[src/rtl/sft_pkg.sv]
package sft_pkg;
    localparam int TAG_BITS  = 16;
    localparam int NUM_SLOTS = 12;
    localparam int NUM_PCM   = 10;
    localparam int FIRST_PCM = 3;
    localparam int ID_W      = 2;

    // tag positions a receiver decodes
    localparam int TAG_FV    = 15;
    localparam int TAG_CADDR = 14;
    localparam int TAG_CDATA = 13;
    localparam int TAG_RSVD  = 2;

    typedef logic [TAG_BITS-1:0] tag_t;

    typedef enum logic [1:0] {
        ST_IDLE = 2'd0,
        ST_TAG  = 2'd1,
        ST_DATA = 2'd2
    } seq_state_e;
endpackage

[src/rtl/sft_tag_builder.sv]
module sft_tag_builder
    import sft_pkg::*;
(
    input  logic [NUM_PCM-1:0] pcm_valid_i,
    input  logic               addr_valid_i,
    input  logic               data_valid_i,
    input  logic [ID_W-1:0]    codec_id_i,
    output tag_t               tag_o,
    output logic               secondary_o
);
    logic sec_w;

    assign sec_w       = |codec_id_i;
    assign secondary_o = sec_w;

    // a secondary access replaces the command tags
    assign tag_o[TAG_FV]    = sec_w | addr_valid_i | data_valid_i | (|pcm_valid_i);
    assign tag_o[TAG_CADDR] = addr_valid_i & ~sec_w;
    assign tag_o[TAG_CDATA] = data_valid_i & ~sec_w;
    assign tag_o[TAG_RSVD]  = 1'b0;
    assign tag_o[ID_W-1:0]  = codec_id_i;

    for (genvar g = 0; g < NUM_PCM; g++) begin : g_pcm_tag
        assign tag_o[TAG_FV-FIRST_PCM-g] = pcm_valid_i[g];
    end
endmodule

[src/rtl/sft_frame_packer.sv]
module sft_frame_packer
    import sft_pkg::*;
#(
    parameter int SLOT_BITS  = 20,
    parameter int FRAME_BITS = TAG_BITS + NUM_SLOTS*SLOT_BITS
) (
    input  tag_t                         tag_i,
    input  logic                         secondary_i,
    input  logic [NUM_PCM*SLOT_BITS-1:0] pcm_data_i,
    input  logic [NUM_PCM-1:0]           pcm_valid_i,
    input  logic [SLOT_BITS-1:0]         cmd_addr_i,
    input  logic [SLOT_BITS-1:0]         cmd_data_i,
    output logic [FRAME_BITS-1:0]        frame_o
);
    // the most significant bit leaves first
    assign frame_o[FRAME_BITS-1 -: TAG_BITS] = tag_i;

    for (genvar g = 0; g < NUM_SLOTS; g++) begin : g_slot
        localparam int HI = FRAME_BITS - 1 - TAG_BITS - g*SLOT_BITS;
        if (g == 0) begin : g_addr
            assign frame_o[HI -: SLOT_BITS] =
                (tag_i[TAG_CADDR] | secondary_i) ? cmd_addr_i : '0;
        end else if (g == 1) begin : g_data
            assign frame_o[HI -: SLOT_BITS] =
                (tag_i[TAG_CDATA] | secondary_i) ? cmd_data_i : '0;
        end else begin : g_pcm
            assign frame_o[HI -: SLOT_BITS] =
                pcm_valid_i[g-2] ? pcm_data_i[(g-2)*SLOT_BITS +: SLOT_BITS] : '0;
        end
    end
endmodule

[src/rtl/sft_sequencer.sv]
module sft_sequencer
    import sft_pkg::*;
#(
    parameter int FRAME_BITS = 256
) (
    input  logic clk_i,
    input  logic rst_ni,
    output logic load_o,
    output logic sync_o
);
    localparam int CNT_W = $clog2(FRAME_BITS);
    localparam logic [CNT_W-1:0] TAG_LAST   = CNT_W'(TAG_BITS - 1);
    localparam logic [CNT_W-1:0] FRAME_LAST = CNT_W'(FRAME_BITS - 1);

    seq_state_e       state_q, state_d;
    logic [CNT_W-1:0] pos_q, pos_d;

    always_ff @(posedge clk_i or negedge rst_ni) begin
        if (!rst_ni) begin
            state_q <= ST_IDLE;
            pos_q   <= '0;
        end else begin
            state_q <= state_d;
            pos_q   <= pos_d;
        end
    end

    always_comb begin
        state_d = state_q;
        pos_d   = pos_q;
        unique case (state_q)
            ST_IDLE: begin
                state_d = ST_TAG;
                pos_d   = '0;
            end
            ST_TAG: begin
                pos_d = pos_q + 1'b1;
                if (pos_q == TAG_LAST) state_d = ST_DATA;
            end
            ST_DATA: begin
                if (pos_q == FRAME_LAST) begin
                    state_d = ST_TAG;
                    pos_d   = '0;
                end else begin
                    pos_d = pos_q + 1'b1;
                end
            end
            default: begin
                state_d = ST_IDLE;
                pos_d   = '0;
            end
        endcase
    end

    always_comb begin
        sync_o = (state_q == ST_TAG);
        load_o = (state_q == ST_IDLE) ||
                 ((state_q == ST_DATA) && (pos_q == FRAME_LAST));
    end
endmodule

[src/rtl/sft_shifter.sv]
module sft_shifter #(
    parameter int FRAME_BITS = 256
) (
    input  logic                  clk_i,
    input  logic                  rst_ni,
    input  logic                  load_i,
    input  logic [FRAME_BITS-1:0] frame_i,
    output logic                  sdata_o
);
    logic [FRAME_BITS-1:0] shreg_q;

    // one output stage so data trails the marker by a period
    always_ff @(posedge clk_i or negedge rst_ni) begin
        if (!rst_ni) begin
            shreg_q <= '0;
            sdata_o <= 1'b0;
        end else begin
            sdata_o <= shreg_q[FRAME_BITS-1];
            shreg_q <= load_i ? frame_i : {shreg_q[FRAME_BITS-2:0], 1'b0};
        end
    end
endmodule

[src/rtl/slot_frame_tx.sv]
module slot_frame_tx
    import sft_pkg::*;
#(
    parameter int SLOT_BITS = 20
) (
    input  logic                         bit_clk_i,
    input  logic                         rst_ni,
    input  logic [NUM_PCM*SLOT_BITS-1:0] pcm_data_i,
    input  logic [NUM_PCM-1:0]           pcm_valid_i,
    input  logic [SLOT_BITS-1:0]         cmd_addr_i,
    input  logic                         cmd_addr_valid_i,
    input  logic [SLOT_BITS-1:0]         cmd_data_i,
    input  logic                         cmd_data_valid_i,
    input  logic [ID_W-1:0]              codec_id_i,
    output logic                         sync_o,
    output logic                         sdata_o
);
    localparam int FRAME_BITS = TAG_BITS + NUM_SLOTS*SLOT_BITS;

    tag_t                  tag_w;
    logic                  sec_w;
    logic                  load_w;
    logic [FRAME_BITS-1:0] frame_w;

    sft_tag_builder u_tag (
        .pcm_valid_i (pcm_valid_i),
        .addr_valid_i(cmd_addr_valid_i),
        .data_valid_i(cmd_data_valid_i),
        .codec_id_i  (codec_id_i),
        .tag_o       (tag_w),
        .secondary_o (sec_w)
    );

    sft_frame_packer #(
        .SLOT_BITS (SLOT_BITS),
        .FRAME_BITS(FRAME_BITS)
    ) u_pack (
        .tag_i      (tag_w),
        .secondary_i(sec_w),
        .pcm_data_i (pcm_data_i),
        .pcm_valid_i(pcm_valid_i),
        .cmd_addr_i (cmd_addr_i),
        .cmd_data_i (cmd_data_i),
        .frame_o    (frame_w)
    );

    sft_sequencer #(
        .FRAME_BITS(FRAME_BITS)
    ) u_seq (
        .clk_i (bit_clk_i),
        .rst_ni(rst_ni),
        .load_o(load_w),
        .sync_o(sync_o)
    );

    sft_shifter #(
        .FRAME_BITS(FRAME_BITS)
    ) u_shift (
        .clk_i  (bit_clk_i),
        .rst_ni (rst_ni),
        .load_i (load_w),
        .frame_i(frame_w),
        .sdata_o(sdata_o)
    );
endmodule

[config.mk]
export PLATFORM = sky130hd
export DESIGN_NAME = slot_frame_tx
export DESIGN_NICKNAME = d
export VERILOG_FILES = /design/src/rtl/sft_pkg.sv /design/src/rtl/sft_tag_builder.sv /design/src/rtl/sft_frame_packer.sv /design/src/rtl/sft_sequencer.sv /design/src/rtl/sft_shifter.sv /design/src/rtl/slot_frame_tx.sv
export SDC_FILE = /design/constraint.sdc
export NUM_CORES = 1
export LEC_CHECK = 0
export ABC_CLOCK_PERIOD_IN_PS = 3500
export BUFFER_PORTS_ARGS = -buffer_cell sky130_fd_sc_hd__buf_2
export CORE_MARGIN = 2
export CORE_UTILIZATION = 35
export CTS_CLUSTER_DIAMETER = 80
export DETAILED_ROUTE_END_ITERATION = 8
export SYNTH_ARGS = -nofsm -noshare
export SYNTH_HDL_FRONTEND = slang
export SYNTH_HIERARCHICAL = 1
export SYNTH_SLANG_ARGS = --single-unit
[constraint.sdc]
create_clock -name bit_clk_i -period 3.5 [get_ports bit_clk_i]
set_clock_uncertainty 0.1 [all_clocks]
set_input_delay 0.35 -clock bit_clk_i [delete_from_list [all_inputs] [get_ports bit_clk_i]]
set_output_delay 0.35 -clock bit_clk_i [all_outputs]
set_load 0.005 [all_outputs]
## After elaboration in Yosys (flattened, before gate mapping)

Index checks and enable logic that the tools add are counted.

- Input port bits: 256
- Logic and storage cells: 43
- Flip-flop bits (word level): 267
- Output and inout bits: 2

- Reductions and logical operators: 6
- Add/sub/neg operators: 1
- Mux-type cells: 18
- Equality and inequality tests: 6
- Bitwise logic cells: 8

Operators by type and width:

| operator | number |
|---|---|
| $mux 256 | 1 |
| $mux 20 | 12 |
| $pmux 8 s2 | 1 |
| $reduce_or 10->1 | 1 |
| $add 8x1->8 const B | 1 |
| $eq 8x4->1 const B | 1 |
| $eq 8x8->1 const B | 1 |
| $mux 8 | 1 |
| $pmux 2 s3 | 1 |
| $or 1x1->1 | 5 |
| $mux 2 | 2 |
| $and 1x1->1 | 2 |
| $eq 2x1->1 const B | 1 |
| $eq 2x2->1 const B | 1 |
| $logic_not 2->1 | 1 |
| $ne 2x1->1 const B | 1 |
| $ne 2x2->1 const B | 1 |
| $reduce_and 2->1 | 1 |
| $reduce_or 2->1 | 1 |
| $logic_and 1x1->1 | 1 |
| $logic_or 1x1->1 | 1 |
| $not 1->1 | 1 |

## Depth between registers and ports, before layout

Gate-level depths: netlist of the first run.

- Depth after elaboration: 6
- Mapped depth: 7
- Depth with buffers taken out: 5

## Modules after synthesis

Netlist of the first run, hierarchy kept.

By module, submodules not included:

| module | instances | cells each | sequential area each (um^2) | area each (um^2) |
|---|---|---|---|---|
| sft_shifter | 1 | 541 | 6,431.2 | 9,614.2 |
| sft_frame_packer | 1 | 284 | 0.0 | 1,836.8 |
| sft_sequencer | 1 | 52 | 250.2 | 536.8 |
| sft_tag_builder | 1 | 22 | 0.0 | 147.6 |

## Least setup slack after synthesis of the first run

No wires, ideal clock.

- Path kind: reg-to-reg
- From: register u_seq.pos_q[0]
- To: register u_shift.shreg_q[214]
- Arrival: 1.588 ns
- Stages on the path, launching flop included: 8
- Data required time: 3.275 ns
- Path buffers: 2
- Slack: 1.687 ns
- Library setup time: 0.125 ns
- Clock period less this slack: 1.813 ns
- Cells stage by stage: dfrtp_1 -> ha_1 -> nand3_1 -> nor2_1 -> a21o_1 -> buf_4 -> buf_6 -> mux2_2

- Cells in the longest elaborated chain, start to end: 4

Ends and longest elaborated chain:

| what | RTL line | RTL |
|---|---|---|
| start: declaration | sft_sequencer.sv:16 | `logic [CNT_W-1:0] pos_q, pos_d;` |
| start signal: assignment | sft_sequencer.sv:24 | `pos_q <= pos_d;` |
| $eq 8x8->1 | sft_sequencer.sv:58 | `((state_q == ST_DATA) && (pos_q == FRAME_LAST));` |
| $logic_and 1x1->1 | sft_sequencer.sv:58 |  |
| $logic_or 1x1->1 | sft_sequencer.sv:57 | `load_o = (state_q == ST_IDLE) \|\|` |
| named net load_w | slot_frame_tx.sv:22 | `logic load_w;` |
| $mux 256 | sft_shifter.sv:19 | `shreg_q <= load_i ? frame_i : {shreg_q[FRAME_BITS-2:0], 1'b0};` |
| end signal: assignment | sft_shifter.sv:19 |  |
| end: declaration | sft_shifter.sv:10 | `logic [FRAME_BITS-1:0] shreg_q;` |

The timed path passes the listed nets, and every way through them passes these cells.
A chain may end at the register's enable or synchronous reset.

## Final worst setup path of the first run

- From: register u_seq.pos_q[0]
- To: register u_shift.shreg_q[230]

The elaborated chain is that of the path after synthesis.

==> results of run 1 <==
==> synth_stat cells, drive strengths merged, types with 3 or more instances <==
cell   instances  area (um^2)
dfrtp        267         6681
mux2         255         2872
and2         203         1271
buf           85        688.2
o21a          42        315.3
nor2          13        48.80
ha             5        62.56
inv            4        15.01
nand3          4        20.02
nor4           3        18.77
xnor2          3        26.28
xor2           3        26.28
==> cell usage in the layout (no fill, tap or decap), types with 2 or more instances in the layout <==
| master | Yosys | layout |
|---|---|---|
| sky130_fd_sc_hd__nand3_1 | 4 | 4 |
| sky130_fd_sc_hd__bufinv_16 | 0 | 4 |
| sky130_fd_sc_hd__nor4_1 | 3 | 3 |
| sky130_fd_sc_hd__o21a_1 | 42 | 42 |
| sky130_fd_sc_hd__nor2_1 | 13 | 13 |
| sky130_fd_sc_hd__ha_1 | 5 | 5 |
| sky130_fd_sc_hd__inv_1 | 4 | 4 |
| sky130_fd_sc_hd__clkbuf_1 | 0 | 9 |
| sky130_fd_sc_hd__clkbuf_8 | 0 | 4 |
| sky130_fd_sc_hd__buf_12 | 0 | 5 |
| sky130_fd_sc_hd__clkbuf_16 | 0 | 30 |
| sky130_fd_sc_hd__dlygate4sd3_1 | 0 | 3 |
| sky130_fd_sc_hd__dfrtp_1 | 267 | 267 |
| sky130_fd_sc_hd__diode_2 | 0 | 2 |
| sky130_fd_sc_hd__clkinv_2 | 0 | 8 |
| sky130_fd_sc_hd__nand4_1 | 2 | 2 |
| sky130_fd_sc_hd__xnor2_1 | 3 | 3 |
| sky130_fd_sc_hd__xor2_1 | 3 | 3 |
| sky130_fd_sc_hd__mux2_2 | 255 | 255 |
| sky130_fd_sc_hd__and2_1 | 202 | 202 |
| sky130_fd_sc_hd__buf_2 | 25 | 256 |
| sky130_fd_sc_hd__buf_4 | 30 | 3 |
==> worst max-delay path: cells and delay by family (launching register included) <==
kind	cells	cell delay [ns]
adder cells (fa/ha/maj)	1	0.24
buffers and inverters	1	0.39
flip-flops	1	0.37
multiplexers	1	0.40
AO/OA/AOI/OAI	1	0.30
AND/OR/NAND/NOR	2	0.28
==> cell families after synthesis <==
logic type                 synth area share, %
muxes                                    23.66
xor gates and xnor gates                0.4331
other                                  0.03090
and+or+nand+nor                          11.53
DFF                                      55.06
buffers and inverters                    5.794
AOI/OAI and AO/OA                        2.980
adders and majority gates               0.5155
==> repair_timing <==
| item | in CTS | in global routing |
|---|---|---|
| gates resized for setup | 0 | 0 |
| endpoints found under the hold margin | 89 | 0 |
| hold buffers | 3 | 0 |
==> metal layers <==
| layer | part of all wire [%] | GRT usage [%] |
|---|---|---|
| met5 | 0 | 0 |
| met4 | 1.5 | 3.280 |
| met3 | 5.7 | 3.025 |
| met2 | 48 | 22.61 |
| met1 | 45 | 18.29 |
==> power by group through the flow <==
stage	clock network [mW]	logic (mW)	registers [mW]
3_3_place_gp	0	0.480	3.30
4_1_cts	3.32	0.495	3.24
2_1_floorplan	0	0.264	3.29
6_report	3.21	0.479	3.24
5_1_grt	3.46	0.545	3.25
3_5_place_dp	0	0.488	3.30
==> sequential cells by signal, indices dropped and copies added, names as in the netlist <==
signal / count
u_seq/pos_q: 8
u_seq/state_q: 2
u_shift/shreg_q: 256
u_shift/sdata_o: 1
==> cell type report <==
class | count | area, um^2 | share of cell area, %
antenna | 2 | 5.005 | 0.03453
clock buffer | 43 | 839.6 | 5.792
clock inverter | 13 | 176.4 | 1.217
inverter | 4 | 15.01 | 0.1036
multi-input combinational | 543 | 4758 | 32.83
sequential | 267 | 6681 | 46.10
tap | 455 | 569.3 | 3.928
timing repair buffer | 268 | 1449 | 9.997
==> final timing paths <==
check,from,end
worst max-delay path,u_seq/pos_q[0],u_shift/shreg_q[230]
worst min-delay path,cmd_addr_i[11],u_shift/shreg_q[231]
worst max register to register,u_seq/pos_q[0],u_shift/shreg_q[230]
worst min register to register,u_shift/shreg_q[255],u_shift/sdata_o
max in group asynchronous,rst_ni,u_shift/shreg_q[108]
min in group asynchronous,rst_ni,u_shift/shreg_q[48]
==> through the flow <==
step / cell area (um^2) / util [%]
final: 14490 / 42.17
after global routing: 14490 / 42.15
after CTS: 14490 / 42.15
after detailed placement: 13440 / 39.11
after global placement: 13440 / 39.11
after floorplan: 12140 / -
==> impl_metrics.xml, run 1 <==
<?xml version="1.0" encoding="UTF-8"?>
<metrics>
  <group name="power_and_ir_drop">
    <metric name="power.density_cell_area" unit="nW/um^2">478.1</metric>
    <metric name="internal_power" unit="mW">5.440</metric>
    <metric name="comb_power_share" unit="%">6.9</metric>
    <metric name="p_seq_share" unit="%">46.8</metric>
    <metric name="design_power_total" unit="mW">6.930</metric>
    <metric name="power.switching" unit="mW">1.490</metric>
    <metric name="clock_power_share" unit="%">46.3</metric>
    <metric name="swShare" unit="%">21.49</metric>
    <metric name="ir_drop" unit="mV">0.4358</metric>
    <metric name="total_leakage_power" unit="nW">7.010</metric>
  </group>
  <group name="detailed_routing">
    <metric name="vias" unit="">7094</metric>
    <metric name="post-route-drc-count" unit="">0</metric>
    <metric name="drt_first_pass_iters" unit="">4</metric>
    <metric name="post_drt_via_cell_ratio" unit="">4.448</metric>
    <metric name="antenna_left" unit="">0</metric>
    <metric name="drt_iter0_markers" unit="">254</metric>
    <metric name="avgRoutedWirePerCell" unit="um">15.46</metric>
    <metric name="drt_wl_total" unit="mm">24.65</metric>
  </group>
  <group name="cts">
    <metric name="cts-htree-levels" unit="">1</metric>
    <metric name="root_buffer_cell" unit="">sky130_fd_sc_hd__clkbuf_16</metric>
    <metric name="clkSinkCount" unit="">267</metric>
    <metric name="clk-insertion-delay-late" unit="ns">0.54</metric>
    <metric name="tritoncts" unit="">built</metric>
    <metric name="clkTransAtPathRegs" unit="ns">0.06</metric>
    <metric name="clockBufferDepth" unit="">3</metric>
    <metric name="cts-buffers-inserted" unit="">30</metric>
    <metric name="cts_post_setup_buffers_inserted" unit="">0</metric>
  </group>
  <group name="finish">
    <metric name="layoutNonFillerInstCount" unit="">1595</metric>
    <metric name="num-fill-cells" unit="">3296</metric>
    <metric name="finalNetCount" unit="">1375</metric>
    <metric name="area_growth_syn_to_layout" unit="%">19.43</metric>
    <metric name="post_route_cells_drive_above_1_share" unit="%">50.35</metric>
  </group>
  <group name="sta">
    <metric name="finalSetupViolCount" unit="">0</metric>
    <metric name="slew_headroom" unit="%">39.47</metric>
    <metric name="timing.hold.ws" unit="ns">0.03503</metric>
    <metric name="max_slew.worst_pin.slew" unit="ns">0.9079</metric>
    <metric name="fin_ws" unit="ns">1.230</metric>
    <metric name="setup_total_negative_slack" unit="ns">0</metric>
    <metric name="timing.final.crit_share" unit="%">64.87</metric>
    <metric name="final.min_clock_period" unit="ns">2.270</metric>
    <metric name="final-hold-violation-count" unit="">0</metric>
    <metric name="final_max_slew_viol_count" unit="">0</metric>
    <metric name="max_freq" unit="MHz">440.4</metric>
    <metric name="setup_repair_after_global_routing_missed_its_margin" unit="">false</metric>
  </group>
  <group name="floorplan">
    <metric name="initial_core_util" unit="%">35.31</metric>
    <metric name="fp.dieW" unit="um">190.2</metric>
    <metric name="num_rows" unit="">68</metric>
    <metric name="placeable_area" unit="um^2">34370</metric>
    <metric name="die-area" unit="um^2">36180</metric>
    <metric name="die_height" unit="um">190.2</metric>
    <metric name="pin_count" unit="">258</metric>
  </group>
  <group name="logic_synthesis">
    <metric name="post_synth_net_total" unit="">1160</metric>
    <metric name="ys_seq_elements" unit="">267</metric>
    <metric name="synthArstFlopShare" unit="%">100.0</metric>
    <metric name="synth_area" unit="um^2">12140</metric>
    <metric name="ys_seq_area_share" unit="%">55.06</metric>
    <metric name="ys_warn_count" unit="">6</metric>
    <metric name="synth_top_flop_cell" unit="">sky130_fd_sc_hd__dfrtp_1</metric>
    <metric name="syn-instance-count" unit="">899</metric>
    <metric name="synth.distinct_cells" unit="">26</metric>
    <metric name="edff_count_synth" unit="">0</metric>
    <metric name="avgSynthCellArea" unit="um^2">13.50</metric>
  </group>
  <group name="critical_path">
    <metric name="peak_per_stage_delay_on_the_critical_path" unit="ns">0.40</metric>
    <metric name="crit_required" unit="ns">3.83</metric>
    <metric name="worstPathCellList" unit="">ha_1, nand3_1, nor2_1, a21o_4, buf_12, mux2_2</metric>
    <metric name="start_kind" unit="">flip-flop</metric>
    <metric name="reg2reg_setup_slack" unit="ns">1.23</metric>
    <metric name="critPathMaxFanout" unit="">84</metric>
    <metric name="worst_ep_arrival_time" unit="ns">2.60</metric>
    <metric name="ff2ff_path_depth" unit="">6</metric>
    <metric name="crit_path_end_kind" unit="">flip-flop</metric>
    <metric name="critPathKind" unit="">flip-flop to flip-flop</metric>
    <metric name="critical_path.slowest_cell" unit="">sky130_fd_sc_hd__mux2_2</metric>
  </group>
  <group name="place">
    <metric name="place_hpwl" unit="mm">16.04</metric>
    <metric name="detailedPlace.worstSlack" unit="ns">1.243</metric>
    <metric name="portBuffers" unit="">257</metric>
    <metric name="globalplace.congestion" unit="">0.7302</metric>
    <metric name="place.detailed.instances" unit="">1534</metric>
  </group>
  <group name="global_route">
    <metric name="grt_pass1_wl" unit="mm">39.73</metric>
    <metric name="grt_antenna_before_repair" unit="">1</metric>
    <metric name="globalRouteOverflowTotal" unit="">0</metric>
    <metric name="globalRouteTotalUtil" unit="%">13.67</metric>
    <metric name="grt_pass1_vias" unit="">7607</metric>
    <metric name="maximum_number_of_pins_on_one_net_before_global_route_repair" unit="">91</metric>
  </group>
  <group name="flow_run">
    <metric name="max-cap-violations" unit="">0</metric>
  </group>
  <group name="run_status">
    <metric name="outcome" unit="">finished clean</metric>
  </group>
  <group name="hold_path">
    <metric name="cell_depth_of_the_worst_hold_path" unit="">3</metric>
    <metric name="hold_removal_path_class" unit="">input pin to flip-flop</metric>
  </group>
</metrics>
Note: power is estimated with default switching activity, not from simulation.
==> run 2, diff against run 1 <==
Settings changed: ABC_AREA from default to 1, ABC_CLOCK_PERIOD_IN_PS 3500 to 2320.
Clock period 3.5 ns to 2.32 ns, I/O delays scaled along.
==> run 2 against run 1 <==
Die area grew 4.1%. Clock power rose by 38%. Flip-flop and latch count unchanged. Cell area up 20%. Combinational power grew 130%. Sequential power grew 51%. Power increased by 51%. Global-route usage grew 3.8 points. First-iteration DRC count is 89% higher. Synthesized cell count up 90%. Clock-buffer cell count up 2. Critical path depth rose by 3. Highest routed layer unchanged.
==> impl_metrics.xml, run 2 <==
<?xml version="1.0" encoding="UTF-8"?>
<metrics>
  <group name="critical_path">
    <metric name="peak_per_stage_delay_on_the_critical_path" unit="ns">0.37</metric>
    <metric name="critPathMaxFanout" unit="">26</metric>
    <metric name="worst_path_most_repeated_cell" unit="">sky130_fd_sc_hd__nand2_1</metric>
    <metric name="timing.rr.end" unit="">u_shift/shreg_q[45]</metric>
    <metric name="start_kind" unit="">flip-flop</metric>
    <metric name="worstPathCellList" unit="">ha_1, nand2_1, nor2_1, nand2_1, o21ai_4, buf_4, buf_4, nand2_1, nand2_1</metric>
    <metric name="critical_path.top_delay_family" unit="">buffers and inverters</metric>
    <metric name="critical_path.slowest_cell" unit="">sky130_fd_sc_hd__dfrtp_1</metric>
    <metric name="ff2ff_path_depth" unit="">9</metric>
    <metric name="critPathKind" unit="">flip-flop to flip-flop</metric>
    <metric name="crit_required" unit="ns">2.70</metric>
    <metric name="reg2reg_setup_slack" unit="ns">0.23</metric>
    <metric name="crit_path_end_kind" unit="">flip-flop</metric>
    <metric name="path_buf_inv" unit="">2</metric>
    <metric name="worst_ep_arrival_time" unit="ns">2.47</metric>
    <metric name="timing.rr.start" unit="">u_seq/pos_q[0]</metric>
  </group>
  <group name="logic_synthesis">
    <metric name="synthArstFlopShare" unit="%">100.0</metric>
    <metric name="synth_area" unit="um^2">12650</metric>
    <metric name="netlist.area_leader.share" unit="%">52.82</metric>
    <metric name="synth_commonest_cells" unit="">984 x sky130_fd_sc_hd__nand2_1, 267 x sky130_fd_sc_hd__dfrtp_1, 253 x sky130_fd_sc_hd__inv_1</metric>
    <metric name="ys_seq_area_share" unit="%">52.82</metric>
    <metric name="avgSynthCellArea" unit="um^2">7.414</metric>
    <metric name="area_leader_netlist" unit="">sky130_fd_sc_hd__dfrtp_1</metric>
    <metric name="synthMostInstantiatedCell" unit="">sky130_fd_sc_hd__nand2_1</metric>
    <metric name="synth_top_flop_cell" unit="">sky130_fd_sc_hd__dfrtp_1</metric>
    <metric name="synth.distinct_cells" unit="">26</metric>
    <metric name="post_synth_net_total" unit="">1967</metric>
    <metric name="syn-instance-count" unit="">1706</metric>
    <metric name="edff_count_synth" unit="">0</metric>
    <metric name="ys_seq_elements" unit="">267</metric>
    <metric name="post_synth_main_area_contributors" unit="">sky130_fd_sc_hd__dfrtp_1 53%, sky130_fd_sc_hd__nand2_1 29%, sky130_fd_sc_hd__inv_1 7.5%, sky130_fd_sc_hd__buf_6 2.7%, sky130_fd_sc_hd__buf_4 2.2%</metric>
    <metric name="ys_warn_count" unit="">6</metric>
  </group>
  <group name="detailed_routing">
    <metric name="drt_wl_total" unit="mm">32.79</metric>
    <metric name="vias" unit="">11206</metric>
    <metric name="drt_first_pass_iters" unit="">5</metric>
    <metric name="post_drt_via_cell_ratio" unit="">4.259</metric>
    <metric name="antenna_left" unit="">0</metric>
    <metric name="avgRoutedWirePerCell" unit="um">12.46</metric>
    <metric name="post-route-drc-count" unit="">0</metric>
    <metric name="drt_iter0_markers" unit="">481</metric>
  </group>
  <group name="global_route">
    <metric name="grt_pass1_wl" unit="mm">54.97</metric>
    <metric name="grt_pass1_vias" unit="">11584</metric>
    <metric name="maximum_number_of_pins_on_one_net_before_global_route_repair" unit="">108</metric>
    <metric name="grt_antenna_before_repair" unit="">0</metric>
    <metric name="globalRouteOverflowTotal" unit="">0</metric>
    <metric name="globalRouteTotalUtil" unit="%">17.48</metric>
  </group>
  <group name="run_status">
    <metric name="outcome" unit="">finished clean</metric>
  </group>
  <group name="hold_path">
    <metric name="holdPathEnd" unit="">u_shift/shreg_q[246]</metric>
    <metric name="cell_depth_of_the_worst_hold_path" unit="">3</metric>
    <metric name="hold_removal_path_class" unit="">input pin to flip-flop</metric>
    <metric name="min_from" unit="">pcm_valid_i[6]</metric>
  </group>
  <group name="power_and_ir_drop">
    <metric name="swShare" unit="%">22.90</metric>
    <metric name="power.density_cell_area" unit="nW/um^2">601.8</metric>
    <metric name="total_leakage_power" unit="nW">10.76</metric>
    <metric name="design_power_total" unit="mW">10.46</metric>
    <metric name="comb_power_share" unit="%">10.7</metric>
    <metric name="power.switching" unit="mW">2.395</metric>
    <metric name="clock_power_share" unit="%">42.5</metric>
    <metric name="ir_drop" unit="mV">0.5025</metric>
    <metric name="p_seq_share" unit="%">46.8</metric>
    <metric name="internal_power" unit="mW">8.065</metric>
  </group>
  <group name="floorplan">
    <metric name="pin_count" unit="">258</metric>
    <metric name="initial_core_util" unit="%">35.56</metric>
    <metric name="num_rows" unit="">69</metric>
    <metric name="placeable_area" unit="um^2">35570</metric>
    <metric name="die_height" unit="um">194.1</metric>
    <metric name="die-area" unit="um^2">37670</metric>
    <metric name="fp.dieW" unit="um">194.1</metric>
  </group>
  <group name="finish">
    <metric name="post_route_cells_drive_above_1_share" unit="%">15.12</metric>
    <metric name="number_of_flip_flops_in_the_largest_register" unit="">256</metric>
    <metric name="mostFrequentLayoutCells" unit="">984 x sky130_fd_sc_hd__nand2_1, 267 x sky130_fd_sc_hd__dfrtp_1, 256 x sky130_fd_sc_hd__buf_2</metric>
    <metric name="registers.top_by_ff_count" unit="">u_shift/shreg_q</metric>
    <metric name="reg_top3" unit="">u_shift/shreg_q x256, u_seq/pos_q x8, u_seq/state_q x2</metric>
    <metric name="utilization" unit="%">48.87</metric>
    <metric name="antennaDiodeCount" unit="">0</metric>
    <metric name="finalNetCount" unit="">2410</metric>
    <metric name="area_growth_syn_to_layout" unit="%">37.42</metric>
    <metric name="final_common_cell" unit="">sky130_fd_sc_hd__nand2_1</metric>
  </group>
  <group name="sta">
    <metric name="fin_ws" unit="ns">0.2319</metric>
    <metric name="max_slew.worst_pin.slew" unit="ns">0.9150</metric>
    <metric name="max_freq" unit="MHz">478.9</metric>
    <metric name="final.min_clock_period" unit="ns">2.088</metric>
    <metric name="setup_total_negative_slack" unit="ns">0</metric>
    <metric name="final_max_slew_viol_count" unit="">0</metric>
    <metric name="timing.final.crit_share" unit="%">90.00</metric>
    <metric name="setup_repair_after_global_routing_missed_its_margin" unit="">false</metric>
    <metric name="final-hold-violation-count" unit="">0</metric>
    <metric name="timing.hold.ws" unit="ns">0.05283</metric>
    <metric name="finalSetupViolCount" unit="">0</metric>
    <metric name="slew_headroom" unit="%">38.94</metric>
  </group>
  <group name="place">
    <metric name="portBuffers" unit="">257</metric>
    <metric name="place_hpwl" unit="mm">19.14</metric>
    <metric name="detailedPlace.worstSlack" unit="ns">0.2450</metric>
    <metric name="globalplace.congestion" unit="">0.7940</metric>
  </group>
  <group name="cts">
    <metric name="tritoncts" unit="">built</metric>
    <metric name="clockBufferDepth" unit="">3</metric>
    <metric name="cts-buffers-inserted" unit="">29</metric>
    <metric name="clkSinkCount" unit="">267</metric>
    <metric name="cts-htree-levels" unit="">1</metric>
    <metric name="clkTransAtPathRegs" unit="ns">0.06</metric>
    <metric name="clk-insertion-delay-late" unit="ns">0.55</metric>
    <metric name="root_buffer_cell" unit="">sky130_fd_sc_hd__clkbuf_16</metric>
    <metric name="cts_post_setup_buffers_inserted" unit="">0</metric>
  </group>
  <group name="flow_run">
    <metric name="max-cap-violations" unit="">0</metric>
  </group>
</metrics>
-- run 2: changes by cell type after synthesis, sizes merged, moves of 2 or more --
cell	before	now
o21bai	0	2
nor2	13	66
nand2	1	987
o21a	42	0
inv	4	254
mux2	255	0
nand4	2	0
nand3	4	6
and2	203	0
nor4	3	0
buf	85	109
-- run 2: cell type report --
| class | count | area (um^2) |
|---|---|---|
| multi-input combinational | 1075 | 4168 |
| sequential | 267 | 6681 |
| inverter | 254 | 960.9 |
| tap | 461 | 576.8 |
| fill | 3345 | 18190 |
| clock buffer | 45 | 855.8 |
| timing repair buffer | 522 | 4071 |
| clock inverter | 7 | 67.56 |
-- run 2: cells by family (layout without fill, tap and decap cells) --
family / Yosys count / count (layout) / synth area share, %
compound gates: 4 / 4 / 0.2275
xor+xnor: 4 / 4 / 0.2770
fa+ha+maj: 5 / 5 / 0.4946
buf+inv: 364 / 828 / 14.31
flops: 267 / 267 / 52.82
other cells: 1 / 1 / 0.02965
simple gates: 1061 / 1061 / 31.83
-- run 2: worst max-delay path by stage --
| stage | startpoint | endpoint | slack [ns] | cells past startpoint |
|---|---|---|---|---|
| 6_report | u_seq/pos_q[0] | u_shift/shreg_q[45] | 0.23 | 9 |
| 3_3_place_gp | u_seq/pos_q[0] | u_shift/shreg_q[45] | 0.27 | 9 |
| 2_1_floorplan | u_seq/pos_q[0] | u_shift/shreg_q[103] | 0.66 | 11 |
| 3_5_place_dp | u_seq/pos_q[0] | u_shift/shreg_q[49] | 0.25 | 9 |
| 5_1_grt | u_seq/pos_q[0] | u_shift/shreg_q[46] | 0.06 | 9 |
| 4_1_cts | u_seq/pos_q[0] | u_shift/shreg_q[45] | 0.21 | 9 |
-- run 2: layer usage --
metal / vias to the layer above / wire length (um) / GRT usage (%)
met5: - / 0 / 0
li1: 5689 / - / -
met3: 88 / 1340 / 2.487
met2: 277 / 15560 / 29.68
met1: 5152 / 14620 / 22.63
met4: 0 / 1271 / 6.622
-- run 2: repair_timing --
action                    CTS  global route
hold buffers              249             0
gates resized for setup     0             0
hold endpoints to repair  468             0
-- run 2: worst reg2reg max path, delay by kind of cell (launching register included) --
| family | cells | cell delay (ns) |
|---|---|---|
| simple gates | 5 | 0.43 |
| fa+ha+maj | 1 | 0.21 |
| buf+inv | 2 | 0.60 |
| flops | 1 | 0.37 |
| compound gates | 1 | 0.33 |
-- run 2: power groups by stage --
stage | clock network, mW | logic [mW] | registers (mW)
2_1_floorplan | 0 | 0.396 | 4.96
3_3_place_gp | 0 | 0.782 | 4.97
3_5_place_dp | 0 | 0.791 | 4.98
4_1_cts | 4.62 | 1.12 | 4.90
5_1_grt | 4.78 | 1.27 | 4.91
6_report | 4.44 | 1.12 | 4.90
-- run 2: metrics by stage --
step	instances	instance area [um^2]
2_1_floorplan	1706	12650
3_5_place_dp	2330	13970
5_1_grt	2631	17380
3_3_place_gp	2330	13970
4_1_cts	2631	17380
6_report	2631	17380
==> run 3, diff against run 2 <==
Settings changed: CORE_UTILIZATION 35 to 38.
==> run 3 against run 2 <==
Clock-buffer cell count decreased by 3. Sequential share of layout area decreased by 0.37 points. First-iteration DRC count increased by 37%. Non-clock buffer count increased by 8. Largest power group unchanged. Via count increased by 1.2%. Cell count decreased by 0.30%. Critical path depth unchanged. Clock power increased by 6.5%. Critical endpoint is now u_shift/shreg_q[167]. Highest routed layer unchanged. Flip-flop and latch count unchanged.
==> impl_metrics.xml, run 3 (synthesized netlist as in run 2, its figures left out) <==
<?xml version="1.0" encoding="UTF-8"?>
<metrics>
  <group name="run_status">
    <metric name="outcome" unit="">finished clean</metric>
  </group>
  <group name="floorplan">
    <metric name="placeable_area" unit="um^2">32620</metric>
    <metric name="die-area" unit="um^2">34760</metric>
    <metric name="pin_count" unit="">258</metric>
    <metric name="die_height" unit="um">186.4</metric>
    <metric name="initial_core_util" unit="%">38.78</metric>
    <metric name="fp.dieW" unit="um">186.4</metric>
    <metric name="num_rows" unit="">66</metric>
  </group>
  <group name="power_and_ir_drop">
    <metric name="power.density_cell_area" unit="nW/um^2">611.9</metric>
    <metric name="total_leakage_power" unit="nW">10.86</metric>
    <metric name="ir_drop" unit="mV">0.6992</metric>
    <metric name="design_power_total" unit="mW">10.74</metric>
  </group>
  <group name="sta">
    <metric name="setup_repair_after_global_routing_missed_its_margin" unit="">false</metric>
    <metric name="final_max_slew_viol_count" unit="">0</metric>
    <metric name="finalSetupViolCount" unit="">0</metric>
    <metric name="max_slew.worst_pin.slew" unit="ns">0.7936</metric>
    <metric name="slew_headroom" unit="%">47.04</metric>
    <metric name="fin_ws" unit="ns">0.2204</metric>
    <metric name="max_freq" unit="MHz">476.3</metric>
    <metric name="timing.final.crit_share" unit="%">90.50</metric>
    <metric name="final.min_clock_period" unit="ns">2.100</metric>
    <metric name="final-hold-violation-count" unit="">0</metric>
    <metric name="setup_total_negative_slack" unit="ns">0</metric>
  </group>
  <group name="critical_path">
    <metric name="critPathKind" unit="">flip-flop to flip-flop</metric>
    <metric name="worst_path_most_repeated_cell" unit="">sky130_fd_sc_hd__nand2_1</metric>
    <metric name="crit_path_end_kind" unit="">flip-flop</metric>
    <metric name="worst_ep_arrival_time" unit="ns">2.42</metric>
    <metric name="critical_path.slowest_cell" unit="">sky130_fd_sc_hd__dfrtp_1</metric>
    <metric name="critPathMaxFanout" unit="">27</metric>
    <metric name="peak_per_stage_delay_on_the_critical_path" unit="ns">0.37</metric>
    <metric name="start_kind" unit="">flip-flop</metric>
    <metric name="reg2reg_setup_slack" unit="ns">0.22</metric>
    <metric name="worstPathCellList" unit="">ha_1, nand2_1, nor2_1, nand2_1, o21ai_4, clkinv_8, buf_12, nand2_1, nand2_1</metric>
    <metric name="crit_required" unit="ns">2.64</metric>
  </group>
  <group name="detailed_routing">
    <metric name="drt_wl_total" unit="mm">33.62</metric>
    <metric name="avgRoutedWirePerCell" unit="um">12.82</metric>
    <metric name="post-route-drc-count" unit="">0</metric>
    <metric name="post_drt_via_cell_ratio" unit="">4.322</metric>
    <metric name="drt_first_pass_iters" unit="">5</metric>
    <metric name="drt_iter0_markers" unit="">661</metric>
    <metric name="vias" unit="">11336</metric>
    <metric name="antenna_left" unit="">0</metric>
  </group>
  <group name="place">
    <metric name="placement.cell_area" unit="um^2">13960</metric>
    <metric name="globalplace.congestion" unit="">0.7884</metric>
    <metric name="place_hpwl" unit="mm">18.88</metric>
    <metric name="detailedPlace.worstSlack" unit="ns">0.2084</metric>
    <metric name="portBuffers" unit="">257</metric>
  </group>
  <group name="finish">
    <metric name="utilization" unit="%">53.80</metric>
    <metric name="reg_top3" unit="">u_shift/shreg_q x256, u_seq/pos_q x8, u_seq/state_q x2</metric>
    <metric name="finalNetCount" unit="">2420</metric>
    <metric name="mostFrequentLayoutCells" unit="">984 x sky130_fd_sc_hd__nand2_1, 267 x sky130_fd_sc_hd__dfrtp_1, 256 x sky130_fd_sc_hd__buf_2</metric>
    <metric name="number_of_flip_flops_in_the_largest_register" unit="">256</metric>
    <metric name="post_route_cells_drive_above_1_share" unit="%">15.82</metric>
    <metric name="antennaDiodeCount" unit="">0</metric>
    <metric name="registers.top_by_ff_count" unit="">u_shift/shreg_q</metric>
    <metric name="final_common_cell" unit="">sky130_fd_sc_hd__nand2_1</metric>
    <metric name="num-fill-cells" unit="">3011</metric>
    <metric name="area_growth_syn_to_layout" unit="%">38.75</metric>
    <metric name="finish.instance_area" unit="um^2">17550</metric>
  </group>
  <group name="cts">
    <metric name="clockBufferDepth" unit="">3</metric>
    <metric name="tritoncts" unit="">built</metric>
    <metric name="clk-insertion-delay-late" unit="ns">0.54</metric>
    <metric name="clkTransAtPathRegs" unit="ns">0.06</metric>
    <metric name="root_buffer_cell" unit="">sky130_fd_sc_hd__clkbuf_16</metric>
    <metric name="cts-htree-levels" unit="">1</metric>
    <metric name="clkSinkCount" unit="">267</metric>
    <metric name="cts-buffers-inserted" unit="">29</metric>
  </group>
  <group name="global_route">
    <metric name="met1_usage" unit="%">23.84</metric>
    <metric name="global_route_met3_usage" unit="%">3.310</metric>
    <metric name="most_utilized_layer_in_the_global_route_result" unit="">met2</metric>
    <metric name="grt.met2_usage" unit="%">31.23</metric>
    <metric name="grt_pass1_vias" unit="">11277</metric>
    <metric name="globalRouteTotalUtil" unit="%">18.43</metric>
    <metric name="globalRouteOverflowTotal" unit="">0</metric>
    <metric name="grt_pass1_wl" unit="mm">53.36</metric>
    <metric name="grt_antenna_before_repair" unit="">0</metric>
    <metric name="maximum_number_of_pins_on_one_net_before_global_route_repair" unit="">121</metric>
  </group>
  <group name="hold_path">
    <metric name="hold_removal_path_class" unit="">input pin to flip-flop</metric>
  </group>
  <group name="flow_run">
    <metric name="max-cap-violations" unit="">0</metric>
  </group>
</metrics>
==> run 3: critical path, delay by kind of cell, from the launching register on <==
family / cells / cell delay [ns]
buffers and inverters: 2 / 0.48
and+or+nand+nor: 5 / 0.45
DFF: 1 / 0.37
AOI/OAI and AO/OA: 1 / 0.36
adders and majority gates: 1 / 0.21
==> run 3: final cells by class <==
cell class                      instances  area (um^2)  share of cell area (%)
Clock inverter                         11        140.1                  0.7985
Tap cell                              442        553.0                   3.151
Timing Repair inverter                  2        17.52                 0.09981
Multi-Input combinational cell       1075         4168                   23.75
Timing Repair Buffer                  530         4169                   23.76
Clock buffer                           42        854.6                   4.870
Inverter                              254        965.9                   5.504
Sequential cell                       267         6681                   38.07
==> run 3: per-layer routing <==
metal / up-vias / wire [um]
met5: - / 0
met4: 0 / 1019
met3: 74 / 1632
met2: 312 / 15980
met1: 5240 / 14990
li1: 5710 / -
==> run 3: final timing paths <==
kind,start,endpoint,cells after the start
setup / recovery,u_seq/pos_q[0],u_shift/shreg_q[167],9
hold / removal,pcm_valid_i[1],u_shift/shreg_q[251],3
setup reg to reg,u_seq/pos_q[0],u_shift/shreg_q[167],9
hold reg to reg,u_shift/shreg_q[255],u_shift/sdata_o,0
max in group asynchronous,rst_ni,u_shift/shreg_q[239],3
min in group asynchronous,rst_ni,u_shift/shreg_q[140],2
==> run 3: per-stage QoR <==
| stage | hold WS [ns] | std cells |
|---|---|---|
| 2_1_floorplan | -0.1636 | 1706 |
| 3_3_place_gp | 0.09946 | 2315 |
| 3_5_place_dp | 0.09488 | 2315 |
| 4_1_cts | 0.0005143 | 2615 |
| 5_1_grt | 0.03275 | 2623 |
| 6_report | 0.02156 | 2623 |
==> run 3: where the power goes <==
group / internal (mW) / leakage, nW / switching, mW
clock: 2.88 / 0.492 / 1.85
sequential: 4.84 / 3.48 / 0.0533
combinational: 0.583 / 6.88 / 0.527
total: 8.31 / 10.9 / 2.43
==> run 3: timing repair <==
action / CTS / global route
endpoints found under the setup margin: 0 / 1
hold endpoints to repair: 428 / 0
resized for setup: 0 / 2
hold buffers: 247 / 0
setup buffers: 0 / 4
